### config.mk
export PLATFORM = sky130hd
export DESIGN_NAME = mash111_modulator
export DESIGN_NICKNAME = d
export VERILOG_FILES = /design/src/rtl/mash_pkg.sv /design/src/rtl/mash_accum_stage.sv /design/src/rtl/mash_dither_lfsr.sv /design/src/rtl/mash_carry_combiner.sv /design/src/rtl/mash111_modulator.sv
export SDC_FILE = /design/constraint.sdc
export NUM_CORES = 1
export LEC_CHECK = 0
export CAP_MARGIN = 20
export CORE_MARGIN = 2
export CORE_UTILIZATION = 50
export DETAILED_ROUTE_END_ITERATION = 10
export DONT_BUFFER_PORTS = 1
export PLACE_DENSITY = 0.66
export SETUP_SLACK_MARGIN = 0.05
export SLEW_MARGIN = 40
export SYNTH_ARGS = -nofsm -noshare
export SYNTH_HDL_FRONTEND = slang
export SYNTH_SLANG_ARGS = --single-unit
### constraint.sdc
create_clock -name clk -period 8 [get_ports clk]
set_clock_uncertainty 0.15 [all_clocks]
set_input_delay 2 -clock clk [delete_from_list [all_inputs] [get_ports clk]]
set_output_delay 2 -clock clk [all_outputs]
set_load 0.02 [all_outputs]
### src/rtl/mash_pkg.sv
package mash_pkg;

  localparam int STAGES = 3;
  localparam int LFSR_W = 15;

  typedef logic signed [3:0] offset_t;

  // Merge carries: c1 + first difference of c2 + second difference of c3.
  // Done in 5-bit modular arithmetic; the low four bits are the signed result.
  function automatic offset_t mash_combine(input logic c1, input logic c2,
                                           input logic c2_d1, input logic c3,
                                           input logic c3_d1, input logic c3_d2);
    logic [4:0] t;
    t = {4'b0, c1} + {4'b0, c2} - {4'b0, c2_d1}
      + {4'b0, c3} - {3'b0, c3_d1, 1'b0} + {4'b0, c3_d2};
    return offset_t'(t[3:0]);
  endfunction

  // One shift of the 15-bit maximal-length generator (taps on bits 14 and 13).
  function automatic logic [LFSR_W-1:0] lfsr_advance(input logic [LFSR_W-1:0] s);
    return {s[LFSR_W-2:0], s[LFSR_W-1] ^ s[LFSR_W-2]};
  endfunction

  // A zero state would lock the generator; substitute a legal one.
  function automatic logic [LFSR_W-1:0] lfsr_legal_seed(input logic [LFSR_W-1:0] s);
    return (s == '0) ? {{(LFSR_W-1){1'b0}}, 1'b1} : s;
  endfunction

endpackage

### src/rtl/mash_accum_stage.sv
module mash_accum_stage #(
  parameter int W = 16
) (
  input  logic         clk,
  input  logic         rst_n,
  input  logic         en,
  input  logic [W-1:0] addend,
  input  logic         lsb_in,
  output logic [W-1:0] residue,
  output logic         carry
);

  logic [W-1:0] acc_q;
  logic [W:0]   sum_w;

  assign sum_w   = {1'b0, acc_q} + {1'b0, addend} + {{W{1'b0}}, lsb_in};
  assign residue = sum_w[W-1:0];
  assign carry   = sum_w[W];

  always_ff @(posedge clk or negedge rst_n) begin
    if (!rst_n)  acc_q <= '0;
    else if (en) acc_q <= residue;
  end

  // an overflow leaves a residue no larger than the old accumulator
  assert_carry_wrap_R4: assert property (@(posedge clk) disable iff (!rst_n)
    carry |-> (residue <= acc_q));
  assert_no_carry_grow_R4: assert property (@(posedge clk) disable iff (!rst_n)
    !carry |-> (residue >= acc_q));
  // accumulator frozen while disabled
  assert_acc_hold_R6: assert property (@(posedge clk) disable iff (!rst_n)
    !en |=> $stable(acc_q));

endmodule

### src/rtl/mash_dither_lfsr.sv
module mash_dither_lfsr
  import mash_pkg::*;
#(
  parameter logic [LFSR_W-1:0] SEED = 15'h1ACE
) (
  input  logic clk,
  input  logic rst_n,
  input  logic en,
  output logic bit_o
);

  localparam logic [LFSR_W-1:0] START = lfsr_legal_seed(SEED);

  logic [LFSR_W-1:0] state_q;

  always_ff @(posedge clk or negedge rst_n) begin
    if (!rst_n)  state_q <= START;
    else if (en) state_q <= lfsr_advance(state_q);
  end

  assign bit_o = state_q[LFSR_W-1];

  // the generator never falls into the all-zero lock-up state
  assert_lfsr_nonzero_R9: assert property (@(posedge clk) disable iff (!rst_n)
    state_q != '0);
  // generator frozen while disabled
  assert_lfsr_hold_R6: assert property (@(posedge clk) disable iff (!rst_n)
    !en |=> $stable(state_q));

endmodule

### src/rtl/mash_carry_combiner.sv
module mash_carry_combiner
  import mash_pkg::*;
(
  input  logic    clk,
  input  logic    rst_n,
  input  logic    en,
  input  logic    single_stage,
  input  logic    c1,
  input  logic    c2,
  input  logic    c3,
  output offset_t offset_q
);

  logic c2_d1, c3_d1, c3_d2;

  always_ff @(posedge clk or negedge rst_n) begin
    if (!rst_n) begin
      offset_q <= '0;
      c2_d1    <= 1'b0;
      c3_d1    <= 1'b0;
      c3_d2    <= 1'b0;
    end else if (en) begin
      offset_q <= single_stage ? offset_t'({3'b0, c1})
                               : mash_combine(c1, c2, c2_d1, c3, c3_d1, c3_d2);
      c2_d1    <= c2;
      c3_d1    <= c3;
      c3_d2    <= c3_d1;
    end
  end

  // third-order offset confined to -3..+4
  assert_offset_range_R2: assert property (@(posedge clk) disable iff (!rst_n)
    (offset_q >= -4'sd3) && (offset_q <= 4'sd4));
  // single-stage mode yields a bare carry
  assert_single_stage_R3: assert property (@(posedge clk) disable iff (!rst_n)
    (en && single_stage) |=> (offset_q == 4'sd0 || offset_q == 4'sd1));
  // output held while disabled
  assert_offset_hold_R6: assert property (@(posedge clk) disable iff (!rst_n)
    !en |=> $stable(offset_q));

endmodule

### src/rtl/mash111_modulator.sv
module mash111_modulator
  import mash_pkg::*;
#(
  parameter int                FRAC_W    = 16,
  parameter logic [LFSR_W-1:0] LFSR_SEED = 15'h1ACE
) (
  input  logic                clk,
  input  logic                rst_n,
  input  logic                en,
  input  logic                dither_en,
  input  logic                single_stage,
  input  logic [FRAC_W-1:0]   frac_word,
  output logic signed [3:0]   offset_out
);

  logic [FRAC_W-1:0] residue [STAGES];
  logic [STAGES-1:0] carry;
  logic              lfsr_bit;
  logic              dither_bit;
  offset_t           offset_w;

  mash_dither_lfsr #(.SEED(LFSR_SEED)) u_lfsr (
    .clk   (clk),
    .rst_n (rst_n),
    .en    (en),
    .bit_o (lfsr_bit)
  );

  assign dither_bit = dither_en & lfsr_bit;

  for (genvar g = 0; g < STAGES; g++) begin : g_stage
    logic [FRAC_W-1:0] stage_in;
    logic              stage_lsb;
    if (g == 0) begin : g_head
      assign stage_in  = frac_word;
      assign stage_lsb = dither_bit;
    end else begin : g_tail
      assign stage_in  = residue[g-1];
      assign stage_lsb = 1'b0;
    end
    mash_accum_stage #(.W(FRAC_W)) u_acc (
      .clk     (clk),
      .rst_n   (rst_n),
      .en      (en),
      .addend  (stage_in),
      .lsb_in  (stage_lsb),
      .residue (residue[g]),
      .carry   (carry[g])
    );
  end

  mash_carry_combiner u_comb (
    .clk          (clk),
    .rst_n        (rst_n),
    .en           (en),
    .single_stage (single_stage),
    .c1           (carry[0]),
    .c2           (carry[1]),
    .c3           (carry[2]),
    .offset_q     (offset_w)
  );

  assign offset_out = offset_w;

  // the last stage's carry is consistent with its input from stage 2
  assert_tail_carry_R4: assert property (@(posedge clk) disable iff (!rst_n)
    carry[STAGES-1] |-> (residue[STAGES-1] < residue[STAGES-2]));
  assert_tail_nocarry_R4: assert property (@(posedge clk) disable iff (!rst_n)
    !carry[STAGES-1] |-> (residue[STAGES-1] >= residue[STAGES-2]));

endmodule

After elaboration in Yosys (flattened, before gate mapping):

Cells that the tools add are included.

* input bits: 21
* output and inout port bits: 4
* flip-flop bits (word level): 70
* word-level logic and storage cells: 20

* $add $sub $neg: 9
* multiplexer cells: 1
* bitwise operators: 2

Operator list (count)
* adder 16 x 16 -> 17 bit: 3
* adder 17 x 1 -> 17 bit: 1
* adder 4 x 1 -> 4 bit: 2
* 2-to-1 mux 4 bit: 1
* subtractor 4 x 1 -> 4 bit: 1
* subtractor 4 x 2 -> 4 bit: 1
* adder 1 x 1 -> 2 bit: 1
* bitwise AND 1 bit: 1
* XOR 1 bit: 1

Depth between registers and ports, before layout:

Gate-level depths: netlist of the first run.

* depth after elaboration: 9
* gate-level depth with buffers: 28
* mapped depth without buffers: 27

Cells and area by module:

A second synthesis of the first run with hierarchy kept.

* cell total of the unflattened synthesis: 558
* area total of the unflattened synthesis: 5507.8 µm²

By module, submodules not included
* mash_accum_stage (g_stage[1].u_acc ...): times used 2, cells each 157, area an instance 1461.4 µm²
* mash_accum_stage (g_stage[0].u_acc): times used 1, cells each 163, area an instance 1487.7 µm²
* mash_dither_lfsr: times used 1, cells each 34, area an instance 621.8 µm²
* mash_carry_combiner: times used 1, cells each 45, area an instance 465.4 µm²
* mash111_modulator: times used 1, cells each 2, area an instance 10.0 µm²

Least setup slack after synthesis of the first run:

OpenSTA, ideal clock, no wires.

* kind: input to register
* from: input port frac_word[0]
* to: register u_comb.offset_q[2]
* path slack: 0.442 ns
* library setup time: 0.096 ns
* data arrival time: 7.313 ns
* path buffers: 1
* stages: 26
* cells stage by stage: inv_1 > fa_1 > fa_1 > nor2b_1 > o211ai_1 > a21oi_1 > o21ai_0 > a21oi_1 > nor2_1 > ha_1 > clkbuf_1 > nand4_1 > nor4_1 > nor2b_1 > xnor2_1 > ha_1 > a21o_1 > a21o_1 > a221oi_2 > ha_1 > inv_1 > fa_1 > ha_1 > inv_1 > ha_1 > o31ai_1

* elaborated cells on any way between the ends: 10
* those cells by class: 9 x add/sub; 1 x mux

RTL lines
* start: declaration: line mash111_modulator.sv:12 `input logic [FRAC_W-1:0] frac_word,`
* adder 16 x 16 -> 17 bit: line mash_accum_stage.sv:16 `assign sum_w = {1'b0, acc_q} + {1'b0, addend} + {{W{1'b0}}, lsb_in};`
* adder 17 x 1 -> 17 bit: line mash_accum_stage.sv:16
* named net g_stage[0].u_acc.residue[8]: line mash_accum_stage.sv:9 `output logic [W-1:0] residue,`
* adder 16 x 16 -> 17 bit: line mash_accum_stage.sv:16
* named net g_stage[1].u_acc.residue[13]: line mash_accum_stage.sv:9
* adder 16 x 16 -> 17 bit: line mash_accum_stage.sv:16
* adder 4 x 1 -> 4 bit: line mash_pkg.sv:15 `+ {4'b0, c3} - {3'b0, c3_d1, 1'b0} + {4'b0, c3_d2};`
* subtractor 4 x 2 -> 4 bit: line mash_pkg.sv:15
* adder 4 x 1 -> 4 bit: line mash_pkg.sv:15
* 2-to-1 mux 4 bit: line mash_carry_combiner.sv:23 `offset_q <= single_stage ? offset_t'({3'b0, c1})`
* end signal: assignment: line mash_carry_combiner.sv:23
* end: declaration: line mash_carry_combiner.sv:11 `output offset_t offset_q`

The timed path passes the listed nets, and every way through them passes these cells.
A chain may end at the register's enable or synchronous reset.

Worst setup path after layout of the first run:

Same ends and word-level chain as after synthesis.

==> run summary, run 1 <==
Worst EP arrival = 7.68 ns
P&R area growth vs syn = 8.22%
Via density = 5.93
Die W = 106 um
IO Pins = 25
DRC = 0
post-route ant nets = 0
Clock H-tree levels = 3
final core occ = 0.548
total congestion overflow = 0
top cells by instance count after synthesis = dfrtp_1 (62), ha_1 (52), mux2_2 (49)
Avg Synthesized Cell Area = 9.98 um2
Min-Delay Path Class = flip-flop to flip-flop
CTS Hold Buffers Added = 0
hpwl dp = 8280 um
Worst EP required = 8.12 ns
Setup Crit Path Kind = primary input to flip-flop
reg2reg setup slack = 1.69 ns
critical path's most frequent cell = ha_1
family with the most delay on the worst path = adder cells
CTS root buf = clkbuf_8
CTS tree = built
share of the synthesized area in the top cell type = 0.301
Crit path largest cell delay = 0.51 ns
Final Max Slew Viols = 0
Placed Instances = 651
CTS Buffer Depth = 2
worst setup margin = 0.443 ns
GP Congestion = 0.842
worst-margin pin slew = 0.823 ns
drt wl/cell = 16.7 um
Post-synth ARST share = 1.00
crit share post-route = 0.945
Max Cap Viol = 0
Synth area leaders = dfrtp_1 (30%), ha_1 (13%), mux2_2 (11%)
Final Hold Fails = 0
die height = 106 um
maximum clock rate = 132 MHz
Worst path slowest cell = fa_1
TritonCTS Sinks = 70
slew margin rel. = 0.451
Cells after Synth = 517
startpoint types = primary input
first-pass GRT wire length = 18500 um
largest net degree at the start of global routing = 77
Most used DFF post-synth = dfrtp_1
fin crit period = 7.56 ns
antenna violations before repair = 0
fill count = 903
Core ar. = 10200 um2
Mapped Nets = 596
layout cell share with drive strength beyond 1 = 0.196
endpoints failing setup = 0
synth warn = 0
buffers and inverters on the worst path = 3
GRT Util Overall = 0.209
Site Rows = 37
starting density of the core = 0.507
CP Capture Type = flip-flop
CTS buffer count = 9
sequential share of the synthesized area = 0.341
nets = 605
final WL = 11100 um
CP max FO = 4
post-synth cell types = 58
clock transition at the registers of the reported paths = 0.09 ns
Post-Layout Cell Count = 667
first-iteration detailed-routing DRC count = 257
die area = 11100 um2
routed vias = 3953
Clock Latency Late Sink = 0.36 ns
synthesized area = 5160 um2
DP Worst Slack = -0.0308 ns
FF+latch count, synth = 70
RSZ-0062 raised after global routing = false
EDFF count, synth = 0
Pre-antenna DRT Iters = 5
Hold WS = 0.354 ns
top-count cell post-synth = dfrtp_1
Synth area leader = dfrtp_1
status = completed
ANT cells = 0
vias in the first global route = 3758
PortBufs = 0
[worst min-delay path, stage by stage, from the launching register on]
cell and delay [ns]:
dfrtp_1 0.36, nand2_1 0.06, o31ai_1 0.06
[metrics by stage]
stage / instance area [um2] / TNS [ns]
after CTS: 5580 / 0
after floorplan: 5160 / 0
final: 5580 / 0
after detailed placement: 5370 / -0.0308
after global placement: 5370 / -0.0218
after global routing: 5580 / 0
[state kept, by name, indices dropped and copies added, names as in the netlist]
register / flops
u_comb.c3_d2: 1
u_comb.offset_q: 4
g_stage.u_acc.acc_q: 48
u_lfsr.state_q: 15
u_comb.c3_d1: 1
u_comb.c2_d1: 1
[area by class of cell]
class | count | area (um2) | share of cell area
clock buffer | 11 | 141 | 0.0253
tap | 136 | 170 | 0.0305
multi-input combinational | 412 | 3270 | 0.586
timing repair buffer | 13 | 97.6 | 0.0175
clock inverter | 5 | 65.1 | 0.0117
sequential | 70 | 1760 | 0.315
inverter | 20 | 75.1 | 0.0134
[repair_timing]
| item | 4_1_cts | 5_1_grt |
|---|---|---|
| hold endpoints to repair | 0 | 0 |
| setup buffers | 0 | 0 |
| endpoints found under the setup margin | 0 | 2 |
| gates resized for setup | 0 | 3 |
[layer usage]
metal / track usage / part of all wire / vias up
li1: - / - / 1926
met5: 0 / 0 / -
met1: 0.285 / 0.47 / 1909
met4: 0.0583 / 0.017 / 0
met3: 0.0445 / 0.046 / 19
met2: 0.337 / 0.47 / 99
[cells by family after synthesis]
kind of cell             synth area share
AO/OA/AOI/OAI                       0.198
XOR/XNOR                           0.0577
adder cells (fa/ha/maj)             0.149
buffers and inverters              0.0257
flip-flops                          0.341
multiplexers                        0.116
AND/OR/NAND/NOR                     0.112
[layout by cell type, fill, tap and decap left out, types with 5 or more instances in the layout]
| cell type | synthesis | layout |
|---|---|---|
| nor2b_1 | 9 | 9 |
| nand2_1 | 32 | 32 |
| dfstp_2 | 8 | 8 |
| buf_4 | 0 | 13 |
| nor3_1 | 5 | 5 |
| fa_1 | 6 | 6 |
| o21ai_0 | 23 | 22 |
| a21oi_1 | 41 | 39 |
| ha_1 | 52 | 52 |
| nand3_1 | 13 | 13 |
| mux2_2 | 49 | 49 |
| nor2_1 | 36 | 36 |
| a21o_1 | 18 | 18 |
| inv_1 | 20 | 20 |
| xnor2_1 | 23 | 23 |
| and3_1 | 7 | 7 |
| a31oi_1 | 7 | 7 |
| dfrtp_1 | 62 | 62 |
| o21a_1 | 6 | 6 |
| a31o_2 | 5 | 5 |
| a211oi_1 | 9 | 9 |
| clkbuf_8 | 0 | 10 |
| xor2_1 | 11 | 11 |
[path summary, 6_finish.rpt]
check,start,end,cells after the start
max,frac_word[0],u_comb.offset_q[2]$_DFFE_PN0P_,26
min,g_stage[0].u_acc.acc_q[9]$_DFFE_PN0P_,g_stage[0].u_acc.acc_q[9]$_DFFE_PN0P_,2
min in group asynchronous,rst_n,u_lfsr.state_q[8]$_DFFE_PN0P_,0
max reg2reg,u_lfsr.state_q[14]$_DFFE_PN0P_,u_comb.offset_q[2]$_DFFE_PN0P_,26
min reg2reg,g_stage[0].u_acc.acc_q[9]$_DFFE_PN0P_,g_stage[0].u_acc.acc_q[9]$_DFFE_PN0P_,2
max in group asynchronous,rst_n,u_lfsr.state_q[7]$_DFFE_PN1P_,0
Power of run 1 is not shown: default switching activity piles up to over one toggle a cycle in this logic, so the estimate is an artifact.
==> inputs of run 2 (changes only) <==
--- a/config.mk
+++ b/config.mk
@@ -12,7 +12,7 @@
 export DONT_BUFFER_PORTS = 1
 export PLACE_DENSITY = 0.66
 export SETUP_SLACK_MARGIN = 0.05
-export SLEW_MARGIN = 40
+export SLEW_MARGIN = 20
 export SYNTH_ARGS = -nofsm -noshare
 export SYNTH_HDL_FRONTEND = slang
 export SYNTH_SLANG_ARGS = --single-unit
==> results of run 2 <==
Same layout as run 1: the final DEF is identical, and so are final timing and power.
Power of run 2 is left out for the same reason.
==> inputs of run 3 (changes only) <==
--- a/config.mk
+++ b/config.mk
@@ -6,7 +6,6 @@
 export NUM_CORES = 1
 export LEC_CHECK = 0
 export CAP_MARGIN = 20
-export CORE_MARGIN = 2
 export CORE_UTILIZATION = 50
 export DETAILED_ROUTE_END_ITERATION = 10
 export DONT_BUFFER_PORTS = 1
==> run summary, run 3 (same netlist as run 1, synthesis figures left out) <==
status = completed
post-route ant nets = 0 (unchanged)
IO Pins = 25 (unchanged)
Clock H-tree levels = 3 (unchanged)
Largest Register = g_stage.u_acc.acc_q
Core ar. = 9910 um2 (-2.7%)
largest registers = g_stage.u_acc.acc_q (48), u_lfsr.state_q (15), u_comb.offset_q (4)
GP Congestion = 0.851 (+1.1%)
Fin Setup TNS = 0 ns (unchanged)
routed wl met2 = 4990 um (-4.1%)
fin crit period = 7.54 ns (-0.0173 ns)
CTS tree = built
Setup crit start = frac_word[0]
CTS root buf = clkbuf_8
Max Cap Viol = 0 (unchanged)
clock transition at the registers of the reported paths = 0.09 ns (about the same)
Via density = 5.84 (-1.4%)
maximum clock rate = 133 MHz (+0.23%)
vias in the first global route = 3791 (+0.88%)
Min-Delay Startpoint = g_stage[0].u_acc.acc_q[9]$_DFFE_PN0P_
Final Hold Fails = 0 (unchanged)
CTS buffer count = 9 (unchanged)
die height = 104 um (-1.9%)
R2R Path End = u_comb.offset_q[2]$_DFFE_PN0P_
die area = 10700 um2 (-3.8%)
first-pass GRT wire length = 18300 um (-1.2%)
ANT cells = 0 (unchanged)
Site Rows = 36 (-2.7%)
Worst EP required = 8.11 ns (about the same)
crit share post-route = 0.942 (-0.00216)
P&R area growth vs syn = 7.74%
Pre-antenna DRT Iters = 4 (-1)
RSZ-0062 raised after global routing = false
Clock Latency Late Sink = 0.36 ns (about the same)
r2r startpoint = u_lfsr.state_q[14]$_DFFE_PN0P_
met3 routed WL = 375 um (-27%)
hpwl dp = 8000 um (-3.4%)
layout cell share with drive strength beyond 1 = 0.201 (+0.00528)
endpoints failing setup = 0 (unchanged)
worst-margin pin slew = 0.856 ns (+0.0326 ns)
Worst EP arrival = 7.65 ns (-0.03 ns)
Min-Delay Path Class = flip-flop to flip-flop
Crit path largest cell delay = 0.52 ns (about the same)
commonest non-fill, non-tap cell in the layout = dfrtp_1
PortBufs = 0 (unchanged)
routed vias = 3855 (-2.5%)
routed length on met1 = 5210 um (-0.50%)
Final Max Slew Viols = 0 (unchanged)
Critical Path End = u_comb.offset_q[2]$_DFFE_PN0P_
total congestion overflow = 0 (unchanged)
Worst path slowest cell = fa_1
TritonCTS Sinks = 70 (unchanged)
critical path's most frequent cell = ha_1
Die W = 104 um (-1.9%)
Reg2Reg Depth = 26 (unchanged)
starting density of the core = 0.521 (+0.0141)
startpoint types = primary input
CP Capture Type = flip-flop
nets = 601 (-0.66%)
CTS Buffer Depth = 2 (unchanged)
drt wl/cell = 16.4 um (-2.0%)
first-iteration detailed-routing DRC count = 186 (-28%)
final WL = 10800 um (-3.1%)
largest net degree at the start of global routing = 77 (unchanged)
Setup Crit Path Kind = primary input to flip-flop
slew margin rel. = 0.429 (-0.0217)
reg2reg setup slack = 1.69 ns (about the same)
DRC = 0 (unchanged)
max FFs per register = 48 (unchanged)
GRT Util Overall = 0.214 (+0.00513)
most frequent cells in the layout = dfrtp_1 (62), ha_1 (52), mux2_2 (49), a21oi_1 (37), nor2_1 (36)
CP max FO = 7 (+3)
antenna violations before repair = 0 (unchanged)
top layer in use = met4
==> run 3: how the worst min path moves through the flow <==
stage | endpoint | slack [ns] | depth (start not counted)
after floorplan | g_stage[0].u_acc.acc_q[8]$_DFFE_PN0P_ | 0.31 | 2
after global placement | g_stage[0].u_acc.acc_q[9]$_DFFE_PN0P_ | 0.33 | 2
after detailed placement | g_stage[0].u_acc.acc_q[9]$_DFFE_PN0P_ | 0.34 | 2
after CTS | g_stage[0].u_acc.acc_q[9]$_DFFE_PN0P_ | 0.36 | 2
after global routing | g_stage[0].u_acc.acc_q[8]$_DFFE_PN0P_ | 0.37 | 2
final | g_stage[0].u_acc.acc_q[9]$_DFFE_PN0P_ | 0.35 | 2
==> run 3: critical path, delay by kind of cell <==
| family | cells | cell delay (ns) |
|---|---|---|
| buffers and inverters | 3 | 0.12 |
| AND/OR/NAND/NOR | 4 | 0.65 |
| XOR/XNOR | 2 | 0.35 |
| AO/OA/AOI/OAI | 9 | 1.85 |
| adder cells (fa/ha/maj) | 8 | 2.66 |
==> run 3: final cells by class <==
class / count / area (um2)
Clock buffer: 9 / 124
Sequential cell: 70 / 1760
Multi-Input combinational cell: 412 / 3300
Timing Repair Buffer: 9 / 67.6
Fill cell: 912 / 4350
Inverter: 20 / 75.1
Tap cell: 133 / 166
Clock inverter: 7 / 68.8
==> run 3: timing repair <==
| action | in CTS | in global routing |
|---|---|---|
| setup buffers | 0 | 1 |
| setup endpoints to repair | 0 | 3 |
| hold buffers | 0 | 0 |
| gates resized for setup | 0 | 8 |
==> run 3: layer usage <==
metal / up-vias / global-route usage
met5: - / 0
met4: 0 / 0.0828
met3: 15 / 0.0371
met2: 64 / 0.342
met1: 1843 / 0.289
li1: 1933 / -
==> run 3: per-stage QoR <==
step / util / std cells / hold WS, ns / worst slack (ns) / instance area (um2)
5_1_grt: 0.561 / 660 / 0.370 / 0.0653 / 5560
2_1_floorplan: - / 517 / 0.306 / 0.442 / 5160
3_5_place_dp: 0.538 / 643 / 0.338 / -0.112 / 5330
3_3_place_gp: 0.538 / 643 / 0.330 / 0.0378 / 5330
6_report: 0.561 / 660 / 0.352 / 0.461 / 5560
4_1_cts: 0.557 / 659 / 0.358 / 0.304 / 5520
Power of run 3 is left out for the same reason.
